$ cat src/rtl/sfm_pkg.sv
package sfm_pkg;
  localparam logic [7:0] OP_WREN = 8'h06;
  localparam logic [7:0] OP_RDSR = 8'h05;
  localparam logic [7:0] OP_READ = 8'h03;
  localparam logic [7:0] OP_PP   = 8'h02;
  localparam logic [7:0] OP_SE   = 8'h20;

  typedef enum logic [2:0] {
    ENG_IDLE,
    ENG_PRD,
    ENG_PWR,
    ENG_ERS,
    ENG_HOLD
  } eng_state_t;
endpackage

$ cat src/rtl/sfm_engine.sv
module sfm_engine
  import sfm_pkg::*;
#(
  parameter int ADDR_W      = 12,
  parameter int PAGE_W      = 8,
  parameter int SECT_W      = 10,
  parameter int BUSY_CYCLES = 1500
) (
  input  logic                     clk,
  input  logic                     rst,
  input  logic                     start_pp,
  input  logic                     start_se,
  input  logic [ADDR_W-PAGE_W-1:0] page_sel,
  input  logic [ADDR_W-SECT_W-1:0] sect_sel,
  input  logic [(1<<PAGE_W)-1:0]   pp_vld,
  input  logic [7:0]               mem_rd,
  input  logic [7:0]               buf_rd,
  output logic                     busy,
  output logic                     done,
  output logic [ADDR_W-1:0]        mem_addr,
  output logic                     mem_we,
  output logic [7:0]               mem_wd,
  output logic [PAGE_W-1:0]        buf_addr
);
  localparam int CNT_W = $clog2(BUSY_CYCLES + 1);

  eng_state_t               state;
  logic [SECT_W-1:0]        idx;
  logic [CNT_W-1:0]         cnt;
  logic [ADDR_W-PAGE_W-1:0] page_q;
  logic [ADDR_W-SECT_W-1:0] sect_q;
  logic                     hold_end;

  assign busy     = (state != ENG_IDLE);
  assign hold_end = (cnt >= CNT_W'(BUSY_CYCLES - 1));
  assign done     = (state == ENG_HOLD) && hold_end;
  assign buf_addr = idx[PAGE_W-1:0];

  always_comb begin
    mem_we   = 1'b0;
    mem_wd   = 8'hFF;
    mem_addr = {page_q, idx[PAGE_W-1:0]};
    case (state)
      ENG_PWR: begin
        mem_we = pp_vld[idx[PAGE_W-1:0]];
        mem_wd = mem_rd & buf_rd;
      end
      ENG_ERS: begin
        mem_addr = {sect_q, idx};
        mem_we   = 1'b1;
      end
      default: ;
    endcase
  end

  always_ff @(posedge clk) begin
    if (rst) begin
      state  <= ENG_IDLE;
      idx    <= '0;
      cnt    <= '0;
      page_q <= '0;
      sect_q <= '0;
    end else begin
      if (busy && cnt != CNT_W'(BUSY_CYCLES)) cnt <= cnt + 1'b1;
      case (state)
        ENG_IDLE: begin
          idx <= '0;
          cnt <= '0;
          if (start_pp) begin
            page_q <= page_sel;
            state  <= ENG_PRD;
          end else if (start_se) begin
            sect_q <= sect_sel;
            state  <= ENG_ERS;
          end
        end
        ENG_PRD: state <= ENG_PWR;
        ENG_PWR: begin
          if (idx[PAGE_W-1:0] == '1) state <= ENG_HOLD;
          else begin
            idx   <= idx + 1'b1;
            state <= ENG_PRD;
          end
        end
        ENG_ERS: begin
          if (idx == '1) state <= ENG_HOLD;
          else idx <= idx + 1'b1;
        end
        ENG_HOLD: if (hold_end) state <= ENG_IDLE;
        default: state <= ENG_IDLE;
      endcase
    end
  end
endmodule

$ cat config.mk
export PLATFORM = sky130hd
export DESIGN_NAME = sfm_engine
export DESIGN_NICKNAME = d
export VERILOG_FILES = /design/src/rtl/sfm_pkg.sv /design/src/rtl/sfm_engine.sv
export SDC_FILE = /design/constraint.sdc
export NUM_CORES = 1
export LEC_CHECK = 0
export ABC_AREA = 1
export CAP_MARGIN = 20
export CORE_MARGIN = 5
export CORE_UTILIZATION = 33
export CTS_CLUSTER_DIAMETER = 40
export DETAILED_ROUTE_END_ITERATION = 8
export PLACE_DENSITY = 0.78
export SETUP_SLACK_MARGIN = 0.1
export SLEW_MARGIN = 20
export SYNTH_ARGS = -nofsm -noshare
export SYNTH_HDL_FRONTEND = slang
export SYNTH_SLANG_ARGS = --single-unit
$ cat constraint.sdc
create_clock -name clk -period 1.9 [get_ports clk]
set_clock_uncertainty 0.15 [all_clocks]
set_input_delay 0.38 -clock clk [delete_from_list [all_inputs] [get_ports clk]]
set_output_delay 0.38 -clock clk [all_outputs]
set_load 0.05 [all_outputs]
==> tab_implementation.tex, run 1 <==
\begin{tabular}{lr}
\hline
Metric & Value \\
\hline
\multicolumn{2}{l}{\textbf{Placement}} \\
\quad IO Port Bufs & 312 \\
\quad Placed Instance Area & 0.008683 mm2 \\
\quad DP HPWL & approximately 19 mm \\
\quad Number of instances in the placed design & 1466 \\
\quad Gp weighted congestion & 0.9132 \\
\multicolumn{2}{l}{\textbf{Power}} \\
\quad Internal Power & between 4 and 5 mW \\
\quad Switching power of the nets & 3.506 mW \\
\quad Clock power frac & between 10\% and 20\% \\
\quad Power share of the sequential group & between 10\% and 20\% \\
\quad Sw frac & $\sim$44\% \\
\quad Largest voltage drop on the vdd net & 874.5 uV \\
\quad Power share of the combinational group & 78.2\% \\
\quad Overall power & 7.924 mW \\
\quad Leak & between 4 and 5 nW \\
\quad PwrDens & 790.0 mW/mm2 \\
\multicolumn{2}{l}{\textbf{Run status}} \\
\quad Failing checks & negative setup slack \\
\quad Status & complete, but fails checks \\
\multicolumn{2}{l}{\textbf{Floorplanning}} \\
\quad Area of the die & 0.01652 mm2 \\
\quad Die width & 128.5 um \\
\quad Total number of placement rows & between 40 and 50 \\
\quad Top-level port count & about 310 \\
\quad Starting density of the core & between 30\% and 40\% \\
\quad Height of the chip & 128.5 um \\
\quad Core ar. & approximately 0.014 mm2 \\
\multicolumn{2}{l}{\textbf{STA}} \\
\quad Remaining max-slew budget at the tightest pin & 75.14\% \\
\quad Final number of setup-violating endpoints & 23 \\
\quad Final worst-path setup slack & -0.9605 ns \\
\quad Post-layout min period & 2.860 ns \\
\quad Final Slew Violations & 0 \\
\quad Unrepaired setup endpoints after global routing & yes \\
\quad Final Cycle Share & 150.6\% \\
\quad Maximum clock rate & 349.6 MHz \\
\quad Worst slack on hold paths & 0.3711 ns \\
\quad Final number of hold-violating endpoints & 0 \\
\quad Slew of the pin with the lowest slew margin & 0.3701 ns \\
\multicolumn{2}{l}{\textbf{CTS}} \\
\quad TritonCTS clock tree & done \\
\quad Clock transition at the registers of the reported paths & 0.05 ns \\
\quad Deepest clock path buffer count & 2 \\
\quad Cell at the root of the clock tree & clkbuf\_16 \\
\quad Latest clock arrival within the worst-skew pair & 0.28 ns \\
\quad Number of sinks on the clock net & 30 \\
\quad H-Tree Level Count & 2 \\
\quad Inserted Clock Buffers & 5 \\
\multicolumn{2}{l}{\textbf{Cells and area}} \\
\quad Final-stage net count & 1619 \\
\quad Layout Cell Area excl Fill & between 0.01 and 0.015 mm2 \\
\quad Final cell count without fillers & 1516 \\
\quad Layout Area Growth over Synthesis & 116.3\% \\
\quad Share of post-route cells with drive strength above 1 & 20.60\% \\
\multicolumn{2}{l}{\textbf{Worst hold path}} \\
\quad Hold depth & 2 \\
\quad Hold Crit Start & sect\_q[0] \\
\quad Worst hold-check path type & reg2reg \\
\quad Worst-case hold path end point & sect\_q[0] \\
\multicolumn{2}{l}{\textbf{Yosys}} \\
\quad Sequential element share of the synthesized area & 12.95\% \\
\quad Total standard cell area after synthesis & 0.004637 mm2 \\
\quad Post-Synthesis Cells & approximately 960 \\
\quad Warnings, synthesis & 0 \\
\quad Number of nets produced by synthesis & 1241 \\
\quad Avg Cell Area, Syn & 4.850 um2 \\
\quad Yosys reg bits & 30 \\
\quad Count of distinct cell types in the synthesized netlist & 32 \\
\multicolumn{2}{l}{\textbf{Critical path}} \\
\quad Cell depth of the worst flop-to-flop path & 15 \\
\quad Number of buffers and inverters on the critical path & 4 \\
\quad Critical path type & reg2out \\
\quad Highest net fanout along the worst path & 6 \\
\quad Most numerous cell on the critical path & nand2\_1 \\
\quad Nature of the critical path endpoint & output pin \\
\quad Destination of the worst register-to-register timing path & state[0] \\
\quad Cells along the critical path & inv\_8 > buf\_4 > bufbuf\_16 > o21ai\_4 > nand2\_2 > nand2\_2 > nand2\_1 > nor2\_1 > nand2\_1 > nand3\_2 > nand2\_1 > nand2\_1 > nand3\_2 > nor2\_4 > nor2\_4 > buf\_12 \\
\quad Beginning of the worst register-to-register path & idx[1] \\
\quad Worst Path Arrival & 2.33 ns \\
\quad Type of element launching the critical path & flip-flop \\
\quad WP data required & 1.37 ns \\
\quad CP max-delay cell & dfxtp\_4 \\
\quad Delay contributed by the slowest stage of the critical path & 0.42 ns \\
\quad Dominant delay contributor by cell family on the critical path & simple AND/OR/NAND/NOR gates \\
\quad Flop-to-flop setup slack & -0.30 ns \\
\multicolumn{2}{l}{\textbf{Global routing}} \\
\quad GRT Resource Usage Total & 29.15\% \\
\quad Gr ovfl total & 0 \\
\quad Number of global-route vias before repair & around 7400 \\
\quad Number of antenna violations at the first check in global routing & 1 \\
\quad Global-route wire length before repair & 38.32 mm \\
\quad Largest net degree at the start of global routing & 28 \\
\multicolumn{2}{l}{\textbf{Drt}} \\
\quad DR WL/cell & 17.52 um \\
\quad First drt pass iteration count & 5 \\
\quad Iteration-0 DRC count of the detailed router & between 500 and 600 \\
\quad Total Routed Length & 26.56 mm \\
\quad Routed vias/inst & 5.063 \\
\quad DRC violations left & 0 \\
\quad Number of routed nets with antenna violations & 0 \\
\quad Via total after detailed routing & 7676 \\
\multicolumn{2}{l}{\textbf{Run}} \\
\quad Number of max-cap violations & 0 \\
\hline
\end{tabular}
## kinds of logic (layout without fill, tap and decap cells)
| family | Yosys count | in the layout | share of synthesized area [%] |
|---|---|---|---|
| AO/OA/AOI/OAI | 121 | 121 | 13.49 |
| flip-flops | 30 | 30 | 12.95 |
| XOR/XNOR | 3 | 3 | 0.5668 |
| adder cells (fa/ha/maj) | 3 | 3 | 0.8096 |
| other | 0 | 1 | 0 |
| buffers and inverters | 189 | 568 | 18.40 |
| AND/OR/NAND/NOR | 610 | 610 | 53.78 |
## sequential cells by signal (all words and copies together) (netlist names)
register  count
idx          10
state         3
sect_q        2
page_q        4
cnt          11
## final cells by class
| class | count | area [um2] |
|---|---|---|
| Antenna cell | 1 | 2.502 |
| Clock buffer | 5 | 125.1 |
| Clock inverter | 3 | 40.04 |
| Fill cell | 1085 | 3796 |
| Inverter | 123 | 480.5 |
| Multi-Input combinational cell | 737 | 3632 |
| Sequential cell | 30 | 619.3 |
| Tap cell | 180 | 225.2 |
| Timing Repair Buffer | 437 | 4906 |
## cell usage in the layout (no fill, tap or decap), types with 8 or more instances in the layout
master           instances
o21ai_0                 53
a21oi_1                 17
nand2_2                 19
nor2_2                  10
nor2_4                   9
buf_4                   75
buf_12                  44
inv_1                  109
nand3_2                 10
buf_6                   13
o21ai_2                  8
clkdlybuf4s50_1        281
nand2_4                 15
o21ai_1                 28
nand3_1                 94
clkbuf_16                9
nand2_1                283
nor2_1                 150
dfxtp_1                 23
buf_8                   13
inv_2                    9
## cells in the mapped netlist, drive strengths merged
master	n	area, um2
nor3b	1	7.510
buf	54	344.1
o22ai	2	12.51
nand4	5	31.28
nand3	106	530.5
nor4	1	12.51
nor2	169	639.4
clkinv	1	3.750
inv	122	460.4
clkbuf	12	45.04
xor2	3	26.28
a21oi	20	100.1
o21a	1	7.510
ha	3	37.54
dfxtp	30	600.6
o211ai	5	37.54
o21ai	92	460.4
or2	4	25.02
and3	1	6.260
nand2	317	1195
a21boi	1	7.510
nor3	6	46.30
## per-layer routing
layer / wire length, um / track usage, %
met3: 2247 / 5.147
met4: 1116 / 9.821
met1: 10160 / 33.95
met2: 13040 / 53.60
met5: 0 / 0
## how the worst max path moves through the flow
stage,endpoint,slack (ns),cells after the start,start
5_1_grt,mem_we,-1.08,19,idx[0]
3_3_place_gp,mem_we,-0.97,14,pp_vld[10]
2_1_floorplan,mem_we,-0.32,15,idx[0]
3_5_place_dp,mem_we,-0.96,14,pp_vld[10]
6_report,mem_we,-0.96,16,idx[0]
4_1_cts,mem_we,-0.87,17,idx[0]
## power groups by stage
stage                     registers, mW  logic [mW]  clock network (mW)
after floorplan                   0.770        2.58                   0
after global placement            0.798        4.51                   0
after detailed placement          0.803        4.56                   0
after CTS                         0.806        5.72               0.905
after global routing              0.837        6.60               0.939
final                             0.825        6.20               0.904
## worst min-delay path, stage by stage (launching register included)
cell     delay (ns)
dfxtp_1        0.33
nor2_1         0.10
nor2_1         0.05
## timing repair
item / CTS / global route
cloned: 8 / 4
buffers inserted: 24 / 9
pin swaps: 46 / 24
hold endpoints to repair: 0 / 0
hold buffers: 0 / 0
gates resized for setup: 163 / 51
endpoints found under the setup margin: 39 / 39
## metrics by stage
step | setup slack (ns) | TNS [ns] | utilization (%)
5_1_grt | -1.075 | -5.400 | 72.55
2_1_floorplan | -0.3232 | -0.3232 | -
3_5_place_dp | -0.9607 | -5.082 | 62.80
3_3_place_gp | -0.9655 | -4.580 | 62.80
6_report | -0.9605 | -3.288 | 72.55
4_1_cts | -0.8746 | -2.989 | 70.16
(Power assumes the default switching activity.)
==> run 2: changes to the inputs <==
--- a/config.mk
+++ b/config.mk
@@ -10,6 +10,7 @@
 export CORE_MARGIN = 5
 export CORE_UTILIZATION = 33
 export CTS_CLUSTER_DIAMETER = 40
+export CTS_CLUSTER_SIZE = 40
 export DETAILED_ROUTE_END_ITERATION = 8
 export PLACE_DENSITY = 0.78
 export SETUP_SLACK_MARGIN = 0.1
==> results of run 2 <==
Same layout as run 1: the final DEF is identical, and so are final timing and power.
